$ cat src/rtl/brs_pkg.sv
package brs_pkg;
  typedef enum logic [1:0] {
    RS_OK  = 2'd0,
    RS_ERR = 2'd1,
    RS_TMO = 2'd2
  } rpt_status_e;

  typedef enum logic [1:0] {
    SQ_IDLE = 2'd0,
    SQ_REQ  = 2'd1,
    SQ_BUS  = 2'd2
  } seq_state_e;
endpackage

$ cat src/rtl/brs_watchdog.sv
module brs_watchdog #(
  parameter int TW = 16
) (
  input  logic          clk_i,
  input  logic          rst_ni,
  input  logic          run_i,
  input  logic [TW-1:0] limit_i,
  output logic          expire_o
);
  localparam logic [TW:0] CNT_MAX = {1'b0, {TW{1'b1}}};

  logic [TW:0] cnt_q;

  always_ff @(posedge clk_i or negedge rst_ni) begin
    if (!rst_ni)             cnt_q <= '0;
    else if (!run_i)         cnt_q <= '0;
    else if (cnt_q != CNT_MAX) cnt_q <= cnt_q + 1'b1;
  end

  // expire at the end of the limit-th cycle of the access
  assign expire_o = run_i && (limit_i != '0) && ((cnt_q + 1'b1) >= {1'b0, limit_i});

  a_r6_idle_quiet: assert property (@(posedge clk_i) disable iff (!rst_ni)
    !run_i |=> (cnt_q == '0));
endmodule

$ cat src/rtl/brs_addr_ctr.sv
module brs_addr_ctr #(
  parameter int AW = 16,
  parameter int CW = 8
) (
  input  logic          clk_i,
  input  logic          rst_ni,
  input  logic          load_i,
  input  logic [AW-1:0] start_i,
  input  logic [CW-1:0] count_i,
  input  logic          step_i,
  output logic [AW-1:0] addr_o,
  output logic          last_o
);
  logic [AW-1:0] addr_q;
  logic [CW-1:0] left_q;

  always_ff @(posedge clk_i or negedge rst_ni) begin
    if (!rst_ni) begin
      addr_q <= '0;
      left_q <= CW'(1);
    end else if (load_i) begin
      addr_q <= start_i;
      left_q <= (count_i == '0) ? CW'(1) : count_i;
    end else if (step_i) begin
      addr_q <= addr_q + 1'b1;
      left_q <= left_q - 1'b1;
    end
  end

  assign addr_o = addr_q;
  assign last_o = (left_q == CW'(1));

  a_r4_no_step_past_end: assert property (@(posedge clk_i) disable iff (!rst_ni)
    step_i |-> !last_o);
  a_r4_addr_inc: assert property (@(posedge clk_i) disable iff (!rst_ni)
    (step_i && !load_i) |=> (addr_o == $past(addr_o) + 1'b1));
endmodule

$ cat src/rtl/brs_report.sv
module brs_report #(
  parameter int AW = 16,
  parameter int DW = 16
) (
  input  logic          clk_i,
  input  logic          rst_ni,
  input  logic          done_i,
  input  logic [1:0]    status_i,
  input  logic          write_i,
  input  logic          last_i,
  input  logic [AW-1:0] addr_i,
  input  logic [DW-1:0] rdata_i,
  output logic          valid_o,
  output logic [1:0]    status_o,
  output logic [AW-1:0] addr_o,
  output logic [DW-1:0] data_o,
  output logic          last_o
);
  import brs_pkg::*;

  always_ff @(posedge clk_i or negedge rst_ni) begin
    if (!rst_ni) begin
      valid_o  <= 1'b0;
      status_o <= RS_OK;
      addr_o   <= '0;
      data_o   <= '0;
      last_o   <= 1'b0;
    end else begin
      valid_o <= done_i;
      if (done_i) begin
        status_o <= status_i;
        addr_o   <= addr_i;
        data_o   <= (status_i == RS_OK && !write_i) ? rdata_i : '0;
        last_o   <= last_i;
      end
    end
  end

  a_r9_single_pulse: assert property (@(posedge clk_i) disable iff (!rst_ni)
    valid_o |=> !valid_o);
endmodule

$ cat src/rtl/bus_repeat_seq.sv
module bus_repeat_seq #(
  parameter int AW = 16,
  parameter int DW = 16,
  parameter int CW = 8,
  parameter int TW = 16
) (
  input  logic          clk_i,
  input  logic          rst_ni,
  input  logic          cmd_valid_i,
  output logic          cmd_ready_o,
  input  logic          cmd_write_i,
  input  logic [AW-1:0] cmd_addr_i,
  input  logic [DW-1:0] cmd_data_i,
  input  logic [CW-1:0] cmd_count_i,
  input  logic [TW-1:0] wd_limit_i,
  output logic          bus_req_o,
  input  logic          bus_gnt_i,
  output logic          cyc_o,
  output logic          stb_o,
  output logic          we_o,
  output logic [AW-1:0] adr_o,
  output logic [DW-1:0] dat_o,
  input  logic [DW-1:0] dat_i,
  input  logic          ack_i,
  input  logic          err_i,
  output logic          rpt_valid_o,
  output logic [1:0]    rpt_status_o,
  output logic [AW-1:0] rpt_addr_o,
  output logic [DW-1:0] rpt_data_o,
  output logic          rpt_last_o
);
  import brs_pkg::*;

  seq_state_e  state_q, state_d;
  logic        we_q;
  logic [DW-1:0] wdata_q;
  logic        accept, in_bus, expire, done, more, last;
  rpt_status_e status;
  logic [AW-1:0] cur_addr;

  assign in_bus = (state_q == SQ_BUS);
  assign accept = (state_q == SQ_IDLE) && cmd_valid_i;
  assign done   = in_bus && (ack_i || err_i || expire);

  always_comb begin
    if (err_i)      status = RS_ERR;
    else if (ack_i) status = RS_OK;
    else            status = RS_TMO;
  end

  assign more = done && (status == RS_OK) && !last;

  always_comb begin
    state_d = state_q;
    unique case (state_q)
      SQ_IDLE: if (cmd_valid_i) state_d = SQ_REQ;
      SQ_REQ:  if (bus_gnt_i)   state_d = SQ_BUS;
      SQ_BUS:  if (done)        state_d = more ? SQ_REQ : SQ_IDLE;
      default:                  state_d = SQ_IDLE;
    endcase
  end

  always_ff @(posedge clk_i or negedge rst_ni) begin
    if (!rst_ni) begin
      state_q <= SQ_IDLE;
      we_q    <= 1'b0;
      wdata_q <= '0;
    end else begin
      state_q <= state_d;
      if (accept) begin
        we_q    <= cmd_write_i;
        wdata_q <= cmd_data_i;
      end
    end
  end

  brs_addr_ctr #(.AW(AW), .CW(CW)) u_addr (
    .clk_i   (clk_i),
    .rst_ni  (rst_ni),
    .load_i  (accept),
    .start_i (cmd_addr_i),
    .count_i (cmd_count_i),
    .step_i  (more),
    .addr_o  (cur_addr),
    .last_o  (last)
  );

  brs_watchdog #(.TW(TW)) u_wdog (
    .clk_i    (clk_i),
    .rst_ni   (rst_ni),
    .run_i    (in_bus),
    .limit_i  (wd_limit_i),
    .expire_o (expire)
  );

  brs_report #(.AW(AW), .DW(DW)) u_rpt (
    .clk_i    (clk_i),
    .rst_ni   (rst_ni),
    .done_i   (done),
    .status_i (status),
    .write_i  (we_q),
    .last_i   (!more),
    .addr_i   (cur_addr),
    .rdata_i  (dat_i),
    .valid_o  (rpt_valid_o),
    .status_o (rpt_status_o),
    .addr_o   (rpt_addr_o),
    .data_o   (rpt_data_o),
    .last_o   (rpt_last_o)
  );

  assign cmd_ready_o = (state_q == SQ_IDLE);
  assign bus_req_o   = (state_q != SQ_IDLE);
  assign cyc_o       = in_bus;
  assign stb_o       = in_bus;
  assign we_o        = in_bus && we_q;
  assign adr_o       = cur_addr;
  assign dat_o       = we_q ? wdata_q : '0;

  a_r1_ready_no_req: assert property (@(posedge clk_i) disable iff (!rst_ni)
    cmd_ready_o |-> !bus_req_o);
  a_r1_req_after_cmd: assert property (@(posedge clk_i) disable iff (!rst_ni)
    (cmd_valid_i && cmd_ready_o) |=> bus_req_o);
  a_r2_cyc_needs_req: assert property (@(posedge clk_i) disable iff (!rst_ni)
    cyc_o |-> bus_req_o);
  a_r2_cyc_after_gnt: assert property (@(posedge clk_i) disable iff (!rst_ni)
    $rose(cyc_o) |-> $past(bus_gnt_i));
  a_r5_release: assert property (@(posedge clk_i) disable iff (!rst_ni)
    (cyc_o && (ack_i || err_i)) |=> !cyc_o);
  a_r9_report_follows: assert property (@(posedge clk_i) disable iff (!rst_ni)
    (cyc_o && (ack_i || err_i)) |=> rpt_valid_o);
  a_r7_err_wins: assert property (@(posedge clk_i) disable iff (!rst_ni)
    (cyc_o && err_i) |=> (rpt_status_o == RS_ERR));
  a_r8_abort: assert property (@(posedge clk_i) disable iff (!rst_ni)
    (rpt_valid_o && rpt_status_o != RS_OK) |-> (rpt_last_o && !bus_req_o));
  a_r6_tmo_no_resp: assert property (@(posedge clk_i) disable iff (!rst_ni)
    (rpt_valid_o && rpt_status_o == RS_TMO) |-> $past(cyc_o && !ack_i && !err_i));
endmodule

$ cat config.mk
export PLATFORM = sky130hd
export DESIGN_NAME = bus_repeat_seq
export DESIGN_NICKNAME = d
export VERILOG_FILES = /design/src/rtl/brs_pkg.sv /design/src/rtl/brs_watchdog.sv /design/src/rtl/brs_addr_ctr.sv /design/src/rtl/brs_report.sv /design/src/rtl/bus_repeat_seq.sv
export SDC_FILE = /design/constraint.sdc
export NUM_CORES = 1
export LEC_CHECK = 0
export ABC_AREA = 1
export BUFFER_PORTS_ARGS = -buffer_cell sky130_fd_sc_hd__buf_2
export CORE_UTILIZATION = 45
export CTS_CLUSTER_SIZE = 20
export DETAILED_ROUTE_END_ITERATION = 10
export HOLD_SLACK_MARGIN = 0.15
export PLACE_DENSITY = 0.7
export SLEW_MARGIN = 20
export SYNTH_ARGS = -nofsm -noshare
export SYNTH_HDL_FRONTEND = slang
export SYNTH_HIERARCHICAL = 1
export SYNTH_SLANG_ARGS = --single-unit
export TNS_END_PERCENT = 50
$ cat constraint.sdc
create_clock -name clk_i -period 8.08 [get_ports clk_i]
set_clock_uncertainty 0.15 [all_clocks]
set_input_delay 0.404 -clock clk_i [delete_from_list [all_inputs] [get_ports clk_i]]
set_output_delay 0.404 -clock clk_i [all_outputs]
set_load 0.03 [all_outputs]
Word-level counts from Yosys, hierarchy flattened:

Index checks and enable logic that the tools add are counted.

* output and inout bits: 73
* memory bits (read-only): 0
* memories: 0
* RAM bits: 0
* bits in latches: 0
* word-level logic and storage cells: 59
* bits in registers: 96
* input port bits: 79

* order comparisons: 1
* reduce and logical (&&, ||, !) cells: 20
* divide/modulo/power cells: 0
* equality and inequality tests: 8
* multiplexer cells: 16
* shifts and indexed selects: 0
* multiply operators: 0
* add/subtract/negate cells: 3
* bitwise operators: 0

Operator list (number)
* $mux 16: 4
* $mux 17: 2
* $mux 8: 3
* $add 17x1->17 const B: 1
* $ge 17x16->1: 1
* $ne 17x16->1 const B: 1
* $add 16x1->16 const B: 1
* $reduce_bool 16->1: 1
* $mux 2: 5
* $eq 8x1->1 const B: 1
* $logic_and 1x1->1: 8
* $logic_not 8->1: 1
* $sub 8x1->8 const B: 1
* $pmux 2 s3: 1
* $logic_not 2->1: 2
* $ne 2x1->1 const B: 2
* $ne 2x2->1 const B: 2
* $reduce_bool 2->1: 2
* $logic_not 1->1: 3
* $reduce_and 3->1: 1
* $eq 2x1->1 const B: 1
* $eq 2x2->1 const B: 1
* $logic_or 1x1->1: 2
* $mux 1: 1

Logic depth before layout (Yosys ltp):

Gate-level depths: netlist of the first run.

* depth in word-level cells: 10
* gate-level depth with buffers: 28

By module:

The synthesis of the first run kept the hierarchy.

Modules (own cells, without submodules)
* brs_addr_ctr: seq. area each 601.8 sq um, area each 1541.5 sq um, times used 1, cells each 204
* brs_watchdog: seq. area each 425.4 sq um, area each 1540.2 sq um, times used 1, cells each 232
* brs_report: seq. area each 900.9 sq um, area each 1392.6 sq um, times used 1, cells each 150
* bus_repeat_seq: seq. area each 475.5 sq um, area each 983.4 sq um, times used 1, cells each 136

Worst setup path after synthesis of the first run:

No wires, ideal clock.

* path type: register to register
* start point: reg u_wdog.cnt_q[0]
* end point: reg u_addr.addr_q[3], in the netlist u_addr/addr_o[3]
* path slack: 4.928 ns
* data arrival time: 2.870 ns
* library setup time: 0.131 ns
* stages on the path, launching flop included: 26
* path through: dfrtp_1 ha_1 nand3_2 nor2_4 nand2_1 clkinv_1 nand3_1 and2_1 ha_1 nand2_1 nor2_1 nand2_1 nor2_1 nor2_1 nand3_1 nand2_1 inv_1 inv_1 nand2_1 nand3_1 inv_1 or2_4 inv_2 buf_4 a22oi_1 o21ai_0

* cells in the longest elaborated chain, start to end: 8

RTL lines
* start: declaration: RTL line brs_watchdog.sv:12 `logic [TW:0] cnt_q;`
* start signal: assignment: RTL line brs_watchdog.sv:17 `else if (cnt_q != CNT_MAX) cnt_q <= cnt_q + 1'b1;`
* $add 17x1->17: RTL line brs_watchdog.sv:21 `assign expire_o = run_i && (limit_i != '0) && ((cnt_q + 1'b1) >= {1'b0, limit_i});`
* $ge 17x16->1: RTL line brs_watchdog.sv:21
* $logic_and 1x1->1: RTL line brs_watchdog.sv:21
* net expire: RTL line bus_repeat_seq.sv:37 `logic accept, in_bus, expire, done, more, last;`
* $logic_or 1x1->1: RTL line bus_repeat_seq.sv:43 `assign done = in_bus && (ack_i || err_i || expire);`
* $logic_and 1x1->1: RTL line bus_repeat_seq.sv:43
* $logic_and 1x1->1 (2 in series): RTL line bus_repeat_seq.sv:51 `assign more = done && (status == RS_OK) && !last;`
* net more: RTL line bus_repeat_seq.sv:37
* $reduce_bool 2->1 (no line)
* end signal: assignment: RTL line brs_addr_ctr.sv:22 `addr_q <= start_i;`
* end signal: assignment: RTL line brs_addr_ctr.sv:25 `addr_q <= addr_q + 1'b1;`
* end: declaration: RTL line brs_addr_ctr.sv:14 `logic [AW-1:0] addr_q;`

The timed path passes the listed nets, and every way through them passes these cells.
A chain may end at the register's enable or synchronous reset.

Final worst setup path of the first run:

* start point: reg u_wdog.cnt_q[0]
* end point: reg u_rpt.data_o[4]

* cells in the longest elaborated chain, start to end: 5

RTL lines
* $add 17x1->17: RTL line brs_watchdog.sv:21
* $ge 17x16->1: RTL line brs_watchdog.sv:21
* $logic_and 1x1->1: RTL line brs_watchdog.sv:21
* net expire: RTL line bus_repeat_seq.sv:37
* $logic_or 1x1->1: RTL line bus_repeat_seq.sv:43
* $logic_and 1x1->1: RTL line bus_repeat_seq.sv:43
* net done: RTL line bus_repeat_seq.sv:37
* end signal: assignment: RTL line brs_report.sv:33 `data_o <= (status_i == RS_OK && !write_i) ? rdata_i : '0;`
* end: declaration: RTL line brs_report.sv:16 `output logic [DW-1:0] data_o,`

The timed path passes the listed nets, and every way through them passes these cells.

==> out/metrics.cfg, run 1 <==
[floorplan]
die_area_sq_um = 12600
pin_count = 152
die_x_microns = 112
design.core.area_sq_um = 11600
die_y_microns = 112
fp-row-count = 39
initial_core_util_pct = 47.0

[critical_path]
cp_top_family = simple AND/OR/NAND/NOR gates
reg2reg_from = u_wdog/cnt_q[0]
path_buf_inv = 6
worstPathArrival_ns = 4.29
crit_fanout = 35
start_kind = flop
critPathSlowestCell = inv_1
slowest_delay_ns = 0.49
crit_path_frequent_cell = nand2_1
cp-startpoint = u_wdog/cnt_q[0]
critPathCaptureType = flop
path_class = reg -> reg
crit_required_ns = 8.22

[logic_synthesis]
synthesis.nets = 822
synthArstFlopShare_pct = 100
synth-seq-cells = 96
synth_top_cell_by_area = dfrtp_1
ys_seq_area_share_pct = 44.0
syn_area_per_cell_sq_um = 7.56
synth_edf_count = 0
synth_warnings = 6
ys_top_cells_by_area = dfrtp_1, nand2_1, inv_1
syn_area_sq_um = 5460
syn_inst = 722
synth_ff_type = dfrtp_1
synth_cell_types = 40
synth_top_area_share_pct = 43.6

[placement]
dp_hpwl_microns = 9680
placed_area_sq_um = 6280
gp_congestion = 0.875
pre_cts_ws_ns = 3.96
numPortBuffers = 151

[cts]
cts_tree = built
postCtsHoldBufs = 46
clk-insertion-delay-late_ns = 0.35
cts.sinks = 96
clockRootBuffer = clkbuf_16
clk_pin_slew_ns = 0.07
cts_buffers = 9
post_cts_buffers = 0
cts-resized-gates = 0
htreeDepth = 3
clk_path_buf_depth = 2

[job]
cap_violations = 0

[sta]
worst_hold_slack_ns = 0.163
tightest_slew_ns = 0.834
hold_viol = 0
slew_viol_final = 0
relSlewSlack_pct = 44.4
final.setup.worst_slack_ns = 3.93
finalSetupViolCount = 0
timing.fmax_mhz = 241
fin_crit_ns = 4.15
fin_crit_sh_pct = 51.4
rsz0062_at_grt = false
tns_ns = 0

[layout]
area_growth_pct = 30.0
final_area_sq_um = 7090
final_common_cell = nand2_1
drive_gt1_share_pct = 22.6
nets = 1014
utilization_pct = 61.1
antenna_cells = 0
layout_common_cells = nand2_1, buf_2, dfrtp_1

[global_routing]
grt_usage_pct = 23.6
grt_pass1_vias = 5009
grt_max_degree = 66
grt.overflow.total = 0
grt_pass1_wl_microns = 23700
antenna_found_initial = 0

[power_and_ir_drop]
power.leakage_nw = 4.04
vdd_drop_max_v = 0.000204
powerDensity_nw_per_um2 = 330

[worst_hold_path]
worstHoldStart = cmd_addr_i[6]
holdCritPathClass = in -> reg

[route]
routed_wirelength_microns = 14300
wl_per_cell_microns = 13.5
num_vias = 5249
vias_per_cell = 4.94
drc = 16
detail_route.first_pass.iterations = 8
dr.first_iter.drc_count = 411
ant_nets = 0

[status]
failed_checks = DRC
status = complete, but fails checks

[cell families after synthesis]
family | synth area share (%)
AO/OA/AOI/OAI | 7.11
flip-flops | 44.0
AND/OR/NAND/NOR | 32.5
XOR/XNOR | 2.41
buffers and inverters | 9.10
adder cells (fa/ha/maj) | 4.81
[final cells by class]
cell class / count / area [sq um]
clock inverter: 7 / 126
tap: 143 / 179
inverter: 99 / 377
sequential: 96 / 2400
multi-input combinational: 510 / 2560
clock buffer: 9 / 225
timing repair buffer: 198 / 1230
fill: 1058 / 4520
[state kept, by name, summed over array words and instances (netlist names)]
register / cells
state_q: 2
u_addr/addr_o: 16
u_addr/left_q: 8
u_rpt/addr_o: 16
u_rpt/data_o: 16
u_rpt/last_o: 1
u_rpt/status_o: 2
u_rpt/valid_o: 1
u_wdog/cnt_q: 17
wdata_q: 16
we_q: 1
[cell usage after synthesis (3+ instances only)]
library cell	instances
dfrtp_1	95
nand3_2	3
xor2_1	11
nor2_4	6
o21bai_1	3
buf_4	7
buf_2	5
nand3_1	43
a22oi_1	17
nand4_1	10
nand2_1	274
xnor2_1	4
a21oi_1	8
nand2_2	11
o22ai_1	6
clkinv_1	3
clkbuf_1	3
ha_1	21
nor2_2	3
inv_1	87
nor2_1	50
inv_2	8
o21ai_0	17
o21ai_1	7
[path summary, 6_finish.rpt]
path,to,slack [ns],cells past startpoint
setup / recovery,u_rpt/data_o[4],3.93,25
hold / removal,u_addr/addr_o[6],0.16,3
setup reg to reg,u_rpt/data_o[4],3.93,25
hold reg to reg,u_rpt/addr_o[11],0.32,2
max in group asynchronous,u_rpt/addr_o[8],6.23,3
min in group asynchronous,u_rpt/addr_o[9],0.38,2
[stage by stage]
| stage | cells | total power, mW |
|---|---|---|
| finish | 1062 | 2.34 |
| global route | 1062 | 2.48 |
| floorplan | 722 | 1.53 |
| global placement | 1000 | 1.80 |
| CTS | 1062 | 2.35 |
| detailed placement | 1000 | 1.81 |
[power breakdown]
part	leakage (nW)	switching (mW)	internal, mW
clock network	0.168	0.194	0.306
logic	2.64	0.685	0.309
registers	1.24	0.186	0.658
[layer usage]
layer  wire length, microns  global-route usage [%]
met5                      0                       0
met4                    218                    7.47
met3                    951                    4.91
met2                   6530                    38.6
met1                   6590                    31.5
[worst register-to-register path, delay by kind of cell (launching register included)]
family	cells	cell delay, ns
adder cells (fa/ha/maj)	2	0.50
buffers and inverters	6	1.19
flip-flops	1	0.43
AND/OR/NAND/NOR	17	1.81
Power figures use the tool's default switching activity.
==> inputs of run 2 (changes only) <==
Settings changed: PLACE_DENSITY 0.7 to 0.73.
Clock period 8.08 ns to 3.6 ns, I/O delays scaled along.
==> run 2 against run 1 <==
Net effect: the run still ends with DRC left; hold slack improved by 0.15 ns; final area increased by 5.7%; wire length increased by 3.3%; sequential share of layout area decreased by 1.8 points; core utilization increased by 3.5 points; die area unchanged; global-route usage increased by 1.3 points; critical path depth unchanged; clock-buffer cell count increased by 1; via count increased by 4.0%; critical endpoint is now u_addr/left_q[0]; largest power group unchanged.
==> out/metrics.cfg, run 2 (synthesized netlist as in run 1, its figures left out) <==
[status]
status = complete, but fails checks  ; unchanged
failed_checks = DRC  ; unchanged

[sta]
slew_viol_final = 0  ; unchanged
hold_viol = 0  ; unchanged
finalSetupViolCount = 0  ; unchanged
fin_crit_sh_pct = 91.5  ; was 51.4%
timing.fmax_mhz = 304  ; was 241 MHz
fin_crit_ns = 3.29  ; was 4.15 ns
relSlewSlack_pct = 38.1  ; was 44.4%
final.setup.worst_slack_ns = 0.305  ; was 3.93 ns
tightest_slew_ns = 0.929  ; was 0.834 ns

[critical_path]
slowest_delay_ns = 0.42  ; was 0.49 ns
critPathSlowestCell = dfrtp_1  ; was inv_1
crit_required_ns = 3.72  ; was 8.22 ns
crit_path_frequent_cell = nand2_1  ; unchanged
crit_fanout = 20  ; was 35
worstPathArrival_ns = 3.42  ; was 4.29 ns
critPathCaptureType = flop  ; unchanged
start_kind = flop  ; unchanged
path_class = reg -> reg  ; unchanged

[floorplan]
design.core.area_sq_um = 11600  ; unchanged
die_x_microns = 112  ; unchanged
pin_count = 152  ; unchanged
die_y_microns = 112  ; unchanged
die_area_sq_um = 12600  ; unchanged
initial_core_util_pct = 47.0  ; unchanged
fp-row-count = 39  ; unchanged

[global_routing]
grt.overflow.total = 0  ; unchanged
antenna_found_initial = 0  ; unchanged
grt_usage_pct = 24.9  ; was 23.6%
grt_pass1_wl_microns = 24900  ; was 23700 microns
grt_max_degree = 74  ; was 66
grt_pass1_vias = 5366  ; was 5009

[route]
ant_nets = 0  ; unchanged
wl_per_cell_microns = 13.4  ; was 13.5 microns
detail_route.first_pass.iterations = 8  ; unchanged
num_vias = 5457  ; was 5249
routed_wirelength_microns = 14800  ; was 14300 microns
dr.first_iter.drc_count = 448  ; was 411
drc = 15  ; was 16
vias_per_cell = 4.95  ; was 4.94

[placement]
numPortBuffers = 151  ; unchanged
gp_congestion = 0.882  ; was 0.875
placed_area_sq_um = 6310  ; was 6280 sq um
pre_cts_ws_ns = 0.0909  ; was 3.96 ns
dp_hpwl_microns = 9530  ; was 9680 microns

[layout]
final_common_cell = nand2_1  ; unchanged
drive_gt1_share_pct = 22.7  ; was 22.6%
nets = 1054  ; was 1014
area_growth_pct = 37.5  ; was 30.0%
layout_common_cells = nand2_1, buf_2, dfrtp_1  ; unchanged
largest-register = u_wdog/cnt_q  ; unchanged
utilization_pct = 64.6  ; was 61.1%
final_area_sq_um = 7500  ; was 7090 sq um
largest_register_ffs = 17  ; unchanged
antenna_cells = 0  ; unchanged

[worst_hold_path]
holdCritPathClass = reg -> reg  ; was in -> reg

[power_and_ir_drop]
powerDensity_nw_per_um2 = 723  ; was 330 nW/um^2
power.leakage_nw = 4.22  ; was 4.04 nW
power_mw = 5.42  ; was 2.34 mW
vdd_drop_max_v = 0.000414  ; was 0.000204 V

[cts]
cts.sinks = 96  ; unchanged
cts_buffers = 9  ; unchanged
clk_path_buf_depth = 2  ; unchanged
clk-insertion-delay-late_ns = 0.35  ; about the same
cts_tree = built  ; unchanged
htreeDepth = 3  ; unchanged
clockRootBuffer = clkbuf_16  ; unchanged
clk_pin_slew_ns = 0.07  ; about the same

[job]
cap_violations = 0  ; unchanged

[run 2: through the flow]
step	instances	setup TNS, ns	hold WS (ns)
6_report	1102	0	0.313
3_3_place_gp	1004	0	0.226
2_1_floorplan	722	0	-0.266
4_1_cts	1101	0	0.321
5_1_grt	1102	-0.00601	0.342
3_5_place_dp	1004	0	0.228
[run 2: routing by layer]
metal / vias up / share of wire (%) / global-route usage, %
met4: 0 / 2.3 / 10.8
met1: 2520 / 43 / 31.3
met3: 22 / 6.2 / 4.16
met5: - / 0 / 0
met2: 186 / 48 / 42.5
li1: 2729 / - / -
[run 2: area by class of cell]
cell class	instances	area, sq um
Fill cell	984	4110
Multi-Input combinational cell	510	2570
Sequential cell	96	2400
Timing Repair Buffer	238	1620
Inverter	99	383
Clock buffer	10	229
Tap cell	143	179
Clock inverter	6	115
[run 2: path summary, 6_finish.rpt]
kind / slack [ns] / start / to / cells after the start
worst max-delay path: 0.31 / u_wdog/cnt_q[0] / u_addr/left_q[0] / 25
worst min-delay path: 0.31 / u_rpt/status_o[1] / u_rpt/status_o[1] / 2
worst max register to register: 0.31 / u_wdog/cnt_q[0] / u_addr/left_q[0] / 25
worst min register to register: 0.31 / u_rpt/status_o[1] / u_rpt/status_o[1] / 2
max in group asynchronous: 2.03 / rst_ni / u_wdog/cnt_q[13] / 3
min in group asynchronous: 0.36 / rst_ni / u_rpt/addr_o[10] / 2
[run 2: worst max-delay path: cells and delay by family, from the launching register on]
kind | cells | cell delay (ns)
AO/OA/AOI/OAI | 2 | 0.13
flip-flops | 1 | 0.42
AND/OR/NAND/NOR | 16 | 1.64
adder cells (fa/ha/maj) | 2 | 0.50
buffers and inverters | 5 | 0.38
[run 2: timing repair]
action / in CTS / in global routing
setup endpoints to repair: 0 / 34
setup buffers: 0 / 1
endpoints found under the hold margin: 132 / 0
hold buffers: 81 / 0
gates resized for setup: 0 / 12
[run 2: where the power goes]
group | switching [mW] | internal, mW | leakage (nW) | total [mW]
logic | 1.59 | 0.847 | 2.82 | 2.44
registers | 0.398 | 1.48 | 1.24 | 1.87
clock network | 0.428 | 0.683 | 0.163 | 1.11
total | 2.42 | 3.01 | 4.22 | 5.42
